--- src/rtl/msb_norm_pkg.sv ---
// Shared types for the normalization unit.
// Assumes: the flag bundle is common to all DSP result formatters.
package msb_norm_pkg;

    // Status bits produced alongside an integer result
    typedef struct packed {
        logic n;
        logic z;
        logic v;
    } msbn_flags_t;

endpackage

--- src/rtl/msbn_diff.sv ---
// Marks every operand bit below the top bit that differs from the top bit.
// Assumes: the top bit of the operand is its sign.
module msbn_diff #(
    parameter int OP_W = 40
) (
    input  logic [OP_W-1:0] operand,
    output logic [OP_W-2:0] diff
);

    // One comparator per bit position
    for (genvar g = 0; g < OP_W - 1; g++) begin : g_cmp
        assign diff[g] = operand[g] ^ operand[OP_W-1];
    end

endmodule

--- src/rtl/msbn_prio.sv ---
// Finds the index of the highest set bit of a vector.
// Assumes: when no bit is set, idx is zero and found is low.
module msbn_prio #(
    parameter int W     = 39,
    parameter int IDX_W = $clog2(W)
) (
    input  logic [W-1:0]     vec,
    output logic [IDX_W-1:0] idx,
    output logic             found
);

    // Upward scan so that the highest set bit is the last one kept
    always_comb begin
        idx   = '0;
        found = 1'b0;
        for (int i = 0; i < W; i++) begin
            if (vec[i]) begin
                idx   = IDX_W'(i);
                found = 1'b1;
            end
        end
    end

endmodule

--- src/rtl/msbn_format.sv ---
// Turns a leading-bit index into a signed shift amount and packs it as
// DSP integer data: guard | upper word | zero lower word, plus flags.
// Assumes: GUARD_W + INT_W + LOW_W == OP_W.
module msbn_format
    import msb_norm_pkg::*;
#(
    parameter int OP_W    = 40,
    parameter int GUARD_W = 8,
    parameter int INT_W   = 16,
    parameter int IDX_W   = 6
) (
    input  logic [IDX_W-1:0] idx,
    input  logic             found,
    input  logic             no_guard,
    output logic [OP_W-1:0]  word,
    output msbn_flags_t      flags
);

    localparam int BASE_W    = OP_W - GUARD_W;
    localparam int LOW_W     = BASE_W - INT_W;
    localparam int NORM_POS  = BASE_W - 2;
    localparam int MAX_SHIFT = BASE_W - 1;

    logic [INT_W-1:0]   shift;
    logic [GUARD_W-1:0] guard;

    // Shift amount: distance from the found bit to the normalized position
    always_comb begin
        if (found) begin
            shift = INT_W'(NORM_POS) - INT_W'(idx);
        end else begin
            shift = INT_W'(MAX_SHIFT);
        end
    end

    // Guard field: sign copies, or zero for a destination without guard bits
    always_comb begin
        if (no_guard) begin
            guard = '0;
        end else begin
            guard = {GUARD_W{shift[INT_W-1]}};
        end
    end

    // Pack the result word and its flags
    always_comb begin
        word    = {guard, shift, {LOW_W{1'b0}}};
        flags.n = shift[INT_W-1];
        flags.z = (shift == '0);
        flags.v = 1'b0;
    end

endmodule

--- src/rtl/msb_norm.sv ---
// Single-stage normalization shift detector for a guard-extended operand.
// Assumes: one operand per cycle at most. Outputs change only on a strobe.
module msb_norm
    import msb_norm_pkg::*;
#(
    parameter int OP_W    = 40,
    parameter int GUARD_W = 8,
    parameter int INT_W   = 16
) (
    input  logic            clk,
    input  logic            rst_n,
    input  logic            in_valid,
    input  logic [OP_W-1:0] in_operand,
    input  logic            in_no_guard,
    output logic            out_valid,
    output logic [OP_W-1:0] out_result,
    output logic            out_flag_n,
    output logic            out_flag_z,
    output logic            out_flag_v
);

    localparam int SCAN_W = OP_W - 1;
    localparam int IDX_W  = $clog2(SCAN_W);

    logic [SCAN_W-1:0] diff;
    logic [IDX_W-1:0]  lead_idx;
    logic              lead_found;
    logic [OP_W-1:0]   word_c;
    msbn_flags_t       flags_c;
    msbn_flags_t       flags_q;

    msbn_diff #(.OP_W(OP_W)) u_diff (
        .operand (in_operand),
        .diff    (diff)
    );

    msbn_prio #(.W(SCAN_W), .IDX_W(IDX_W)) u_prio (
        .vec   (diff),
        .idx   (lead_idx),
        .found (lead_found)
    );

    msbn_format #(
        .OP_W    (OP_W),
        .GUARD_W (GUARD_W),
        .INT_W   (INT_W),
        .IDX_W   (IDX_W)
    ) u_fmt (
        .idx      (lead_idx),
        .found    (lead_found),
        .no_guard (in_no_guard),
        .word     (word_c),
        .flags    (flags_c)
    );

    // Valid pipeline bit
    always_ff @(posedge clk) begin
        if (!rst_n) begin
            out_valid <= 1'b0;
        end else begin
            out_valid <= in_valid;
        end
    end

    // Result and flag register, loaded only on a strobe
    always_ff @(posedge clk) begin
        if (!rst_n) begin
            out_result <= '0;
            flags_q    <= '0;
        end else if (in_valid) begin
            out_result <= word_c;
            flags_q    <= flags_c;
        end
    end

    assign out_flag_n = flags_q.n;
    assign out_flag_z = flags_q.z;
    assign out_flag_v = flags_q.v;

endmodule

--- config.mk ---
export PLATFORM = sky130hd
export DESIGN_NAME = msb_norm
export DESIGN_NICKNAME = d
export VERILOG_FILES = /design/src/rtl/msb_norm_pkg.sv /design/src/rtl/msbn_diff.sv /design/src/rtl/msbn_prio.sv /design/src/rtl/msbn_format.sv /design/src/rtl/msb_norm.sv
export SDC_FILE = /design/constraint.sdc
export NUM_CORES = 1
export LEC_CHECK = 0
export BUFFER_PORTS_ARGS = -buffer_cell sky130_fd_sc_hd__buf_2
export CAP_MARGIN = 10
export CORE_MARGIN = 1
export CORE_UTILIZATION = 42
export DETAILED_ROUTE_END_ITERATION = 16
export GPL_ROUTABILITY_DRIVEN = 0
export PLACE_DENSITY_LB_ADDON = 0.05
export SETUP_SLACK_MARGIN = 0.4
export SYNTH_ARGS = -nofsm -noshare
export SYNTH_HDL_FRONTEND = slang
export SYNTH_SLANG_ARGS = --single-unit
--- constraint.sdc ---
create_clock -name clk -period 3.1 [get_ports clk]
set_clock_uncertainty 0.05 [all_clocks]
set_input_delay 0.62 -clock clk [delete_from_list [all_inputs] [get_ports clk]]
set_output_delay 0.62 -clock clk [all_outputs]
set_load 0.01 [all_outputs]
Word-level counts from Yosys, hierarchy flattened:

Cells that the tools add are included.

* add/subtract/negate cells: 1
* mux-type cells: 79
* bitwise logic cells: 39
* reduce and logical (&&, ||, !) cells: 1

Operator list (number)
* $mux 5: 16
* $mux 6: 7
* $mux 1: 40
* $xor 1x1->1: 39
* $mux 4: 8
* $logic_not 16->1: 1
* $mux 16: 1
* $mux 3: 4
* $mux 8: 1
* $sub 5x6->7 const A: 1
* $mux 2: 2

* register bits: 27
* output and inout port bits: 44

Depth between registers and ports, before layout:

* word-level depth: 42
* gate-level depth with buffers: 14
* depth with buffers taken out: 12

Modules after synthesis:

Synthesis repeated with hierarchy kept, for this count alone.

* cells, all modules: 323
* area, all modules: 2920.3 sq um

Modules (own cells, without submodules)
* msb_norm: instances 1, cells an instance 140, area an instance 1692.9 sq um
* msbn_prio: instances 1, cells an instance 81, area an instance 426.7 sq um
* msbn_format: instances 1, cells an instance 58, area an instance 401.6 sq um
* msbn_diff: instances 1, cells an instance 44, area an instance 399.1 sq um

Worst setup path before layout:

OpenSTA, ideal clock, no wires.

* path type: input-to-reg
* from: in in_operand[39]
* to: reg out_result[20]
* library setup time: 0.116 ns
* data arrival time: 2.759 ns
* required time: 2.934 ns
* path slack: 0.175 ns
* cell stages on the path: 12
* buffers on the path: 0
* cell sequence: or4_1 a211o_1 o211a_1 o311ai_2 nand2_1 a22o_1 nand2_1 ha_1 nand2_1 o21ai_0 nand3_1 o211a_1

* cells in the longest elaborated chain, start to end: 41
* elaborated cells on any way between the ends: 118
* classes of those cells: add/sub (1); mux (78); bitwise (39)

RTL lines
* from (decl): line msb_norm.sv:13 `input logic [OP_W-1:0] in_operand,`
* $xor 1x1->1: line msbn_diff.sv:12 `assign diff[g] = operand[g] ^ operand[OP_W-1];`
* $mux 1: line msbn_prio.sv:17 `if (vec[i]) begin`
* $mux 2 / $mux 1 (equally long branches) (2 in a row): line msbn_prio.sv:17
* $mux 3 / $mux 1 (equally long branches) (4 in a row): line msbn_prio.sv:17
* $mux 4 / $mux 1 (equally long branches) (8 in a row): line msbn_prio.sv:17
* $mux 5 / $mux 1 (equally long branches) (16 in a row): line msbn_prio.sv:17
* $mux 6 / $mux 1 (equally long branches) (7 in a row): line msbn_prio.sv:17
* $sub 5x6->7 / $mux 1 (equally long branches): line msbn_format.sv:30, msbn_prio.sv:17
* $mux 16 (*): line msbn_format.sv:29 `if (found) begin`
* to (signal assigned): line msb_norm.sv:71 `out_result <= word_c;`
* to (decl): line msb_norm.sv:16 `output logic [OP_W-1:0] out_result,`

Mark *: on every way between the ends. The rest lies on a longest branch, timed or not.
A chain may end at the register's enable or synchronous reset.

Final worst setup path:

* from: in in_operand[16]
* to: reg out_result[38]

* cells in the longest elaborated chain, start to end: 27
* elaborated cells on any way between the ends: 50
* classes of those cells: add/sub (1); mux (48); bitwise (1)

RTL lines
* $xor 1x1->1 (*): line msbn_diff.sv:12
* $mux 5 (16 in a row): line msbn_prio.sv:17
* $mux 6 (7 in a row): line msbn_prio.sv:17
* $sub 5x6->7: line msbn_format.sv:30 `shift = INT_W'(NORM_POS) - INT_W'(idx);`
* $mux 16 (*): line msbn_format.sv:29
* $mux 8 (*): line msbn_format.sv:38 `if (no_guard) begin`

Marks and branches as above.

==> impl_metrics.env <==
export IMPL_r2r_cells=2
export IMPL_vias_per_cell=5.49
export IMPL_fmax_ghz=0.361
export IMPL_drive_above_1_share_pct=30.2
export IMPL_dr_wl_met2_mm=1.93
export IMPL_die_w_um=65.7
export IMPL_clk_latency_ns=0.23
export IMPL_status="complete, no violations"
export IMPL_period_needed_ns=2.77
export IMPL_syn_avg_cell_area_um2=6.42
export IMPL_setup_viol=0
export IMPL_crit_fanout=3
export IMPL_critPathLaunchType="input pin"
export IMPL_seqPwrFrac_pct=28.4
export IMPL_detailedRoute_firstPassIterationCount=5
export IMPL_synth_seq_cells=10
export IMPL_wl_met3_um=267
export IMPL_dp_final_hpwl_mm=3.54
export IMPL_top_layer_used="met4"
export IMPL_finalHoldViolCount=0
export IMPL_wl_met1_mm=2.21
export IMPL_syn_cell_area_mm2=0.00171
export IMPL_ys_seq_area_share_pct=11.7
export IMPL_synthCells=266
export IMPL_die_h_um=65.7
export IMPL_rsz0062_at_grt="yes"
export IMPL_num_antenna_cells=0
export IMPL_arrival_ns=2.89
export IMPL_p_leak_nw=0.931
export IMPL_yosys_warnings=0
export IMPL_routed_wl_mm=4.44
export IMPL_ir_worst_vdd_mv=0.111
export IMPL_hold_depth=2
export IMPL_netSwitchingFraction_pct=36.8
export IMPL_portBuffers=70
export IMPL_drt_iter0_drc=125
export IMPL_crit_path_end_kind="flip-flop"
export IMPL_max_cap_violations=0
export IMPL_dr_total_vias=2024
export IMPL_post_route_period_util_pct=89.4
export IMPL_cts_buffers=3
export IMPL_final_cell_mix="67 x buf_2, 25 x nor2_1, 24 x nand2_1, 20 x a21oi_1, 17 x conb_1"
export IMPL_fin_nets=368
export IMPL_first_global_vias=1589
export IMPL_async_flop_share_pct=0
export IMPL_h_tree_depth=1
export IMPL_crit_type="in -> reg"
export IMPL_clock_sinks=10
export IMPL_synth_distinct_cells=49
export IMPL_area_growth_pct=23.2
export IMPL_finalMaxSlewViolations=0
export IMPL_num_io_pins=88
export IMPL_p_comb_share_pct=45.5
export IMPL_path_clk_slew_ns=0.04
export IMPL_drc=0
export IMPL_core_area_mm2=0.00377
export IMPL_p_int_uw=318
export IMPL_hold_class="reg -> reg"
export IMPL_grt_overflow_total=0
export IMPL_num_rows=22
export IMPL_worst_ep_required_time_ns=3.22
export IMPL_antenna_found_initial=0
export IMPL_fp_dieArea_mm2=0.00432
export IMPL_power_frac_clock_pct=26.0
export IMPL_synth_edff_count=0
export IMPL_power_total_uw=504
export IMPL_setup_tns_ns=0
export IMPL_cts_buffer_depth=2
export IMPL_routedWlPerCell_um=12.0
export IMPL_grt_pass1_wl_mm=7.11
export IMPL_grt_max_degree=19
export IMPL_gr_usage_all_layers_pct=20.4
export IMPL_initial_core_util_pct=45.3
export IMPL_mostFrequentLayoutCell="buf_2"
export IMPL_ant_nets=0
export IMPL_power_density_mw_per_mm2=240
export IMPL_cts_tree="done"
export IMPL_ctsHoldBuffers=0
export IMPL_power_switching_uw=186
export IMPL_cts_root_buf="clkbuf_8"
export IMPL_synth_top_flop_cell="dfxtp_1"
state kept, by name, summed over array words and instances (netlist names):
register	cells
out_result	8
out_valid	1
out_flag_z	1
critical path: stages:
cell	delay (ns)
buf_6	0.09
or4_4	0.53
mux2_4	0.27
o211a_1	0.14
o311ai_4	0.23
nand2_1	0.08
a22o_1	0.24
nand2_2	0.08
ha_4	0.16
a31oi_4	0.10
nor3_2	0.18
a21oi_1	0.06
nor2b_1	0.10
synth_stat cells, types with 2 or more instances:
cell	count	area, µm²
nor4_1	2	12.5
mux2_2	2	22.5
a21oi_1	20	100
inv_1	5	18.8
nand4_1	7	43.8
buf_4	34	255
o31ai_1	2	15.0
nand3_1	15	75.1
nor2b_1	5	31.3
or3_1	6	37.5
o211ai_1	2	15.0
o211a_1	2	20.0
a22o_1	3	26.3
or4_1	4	30.0
a2bb2oi_1	2	17.5
dfxtp_1	10	200
buf_2	2	10.0
o21ai_0	16	80.1
nor2_1	25	93.8
nand2_1	25	93.8
nand2b_1	8	50.1
nor3_1	15	75.1
clkbuf_1	8	30.0
o21a_1	3	22.5
and3_1	2	12.5
o22ai_1	7	43.8
and2_1	3	18.8
a31oi_1	8	50.1
a211o_1	3	26.3
what timing repair did:
item,CTS,global route
setup endpoints to repair,5,6
pin swaps,7,2
buffers inserted,1,0
resized for setup,6,10
worst paths after layout:
check                       from              to  slack (ns)
setup reg to reg  out_result[31]  out_result[31]        2.28
hold reg to reg       out_flag_z      out_flag_z        0.42
setup / recovery  in_operand[16]  out_result[38]        0.33
hold / removal        out_flag_z      out_flag_z        0.42
power groups by stage:
stage | registers [mW] | clock network (mW) | logic, mW
after detailed placement | 0.146 | 0 | 0.217
final | 0.143 | 0.131 | 0.229
after floorplan | 0.150 | 0 | 0.150
after CTS | 0.144 | 0.135 | 0.222
after global routing | 0.145 | 0.139 | 0.257
after global placement | 0.145 | 0 | 0.217
kinds of logic after synthesis:
logic type      share of synthesized area, %
simple gates                            36.3
compound gates                          29.7
buf+inv                                 18.4
flops                                   11.7
mux                                     1.91
xor+xnor                                1.03
fa+ha+maj                              0.733
other cells                            0.220
routing by layer:
| layer | vias to the layer above | GRT usage (%) |
|---|---|---|
| li1 | 1049 | - |
| met1 | 888 | 31.0 |
| met2 | 83 | 29.6 |
| met3 | 4 | 3.13 |
| met4 | 0 | 4.08 |
| met5 | - | 0 |
per-stage QoR:
step	util, %	std cells	instance area [µm²]	hold WS [ns]	setup WS [ns]
finish	55.8	369	2100	0.415	0.330
detailed placement	52.3	365	1970	0.414	0.00654
CTS	54.4	369	2050	0.420	0.272
global placement	52.3	365	1970	0.418	0.0402
floorplan	-	282	1790	0.440	0.287
global route	55.8	369	2100	0.437	0.200
area by class of cell:
class	instances	area [µm²]
fill	367	1670
clock buffer	3	41.3
tap	48	60.1
multi-input combinational	223	1330
sequential	10	200
timing repair buffer	80	452
inverter	5	18.8
Power figures use the tool's default switching activity.
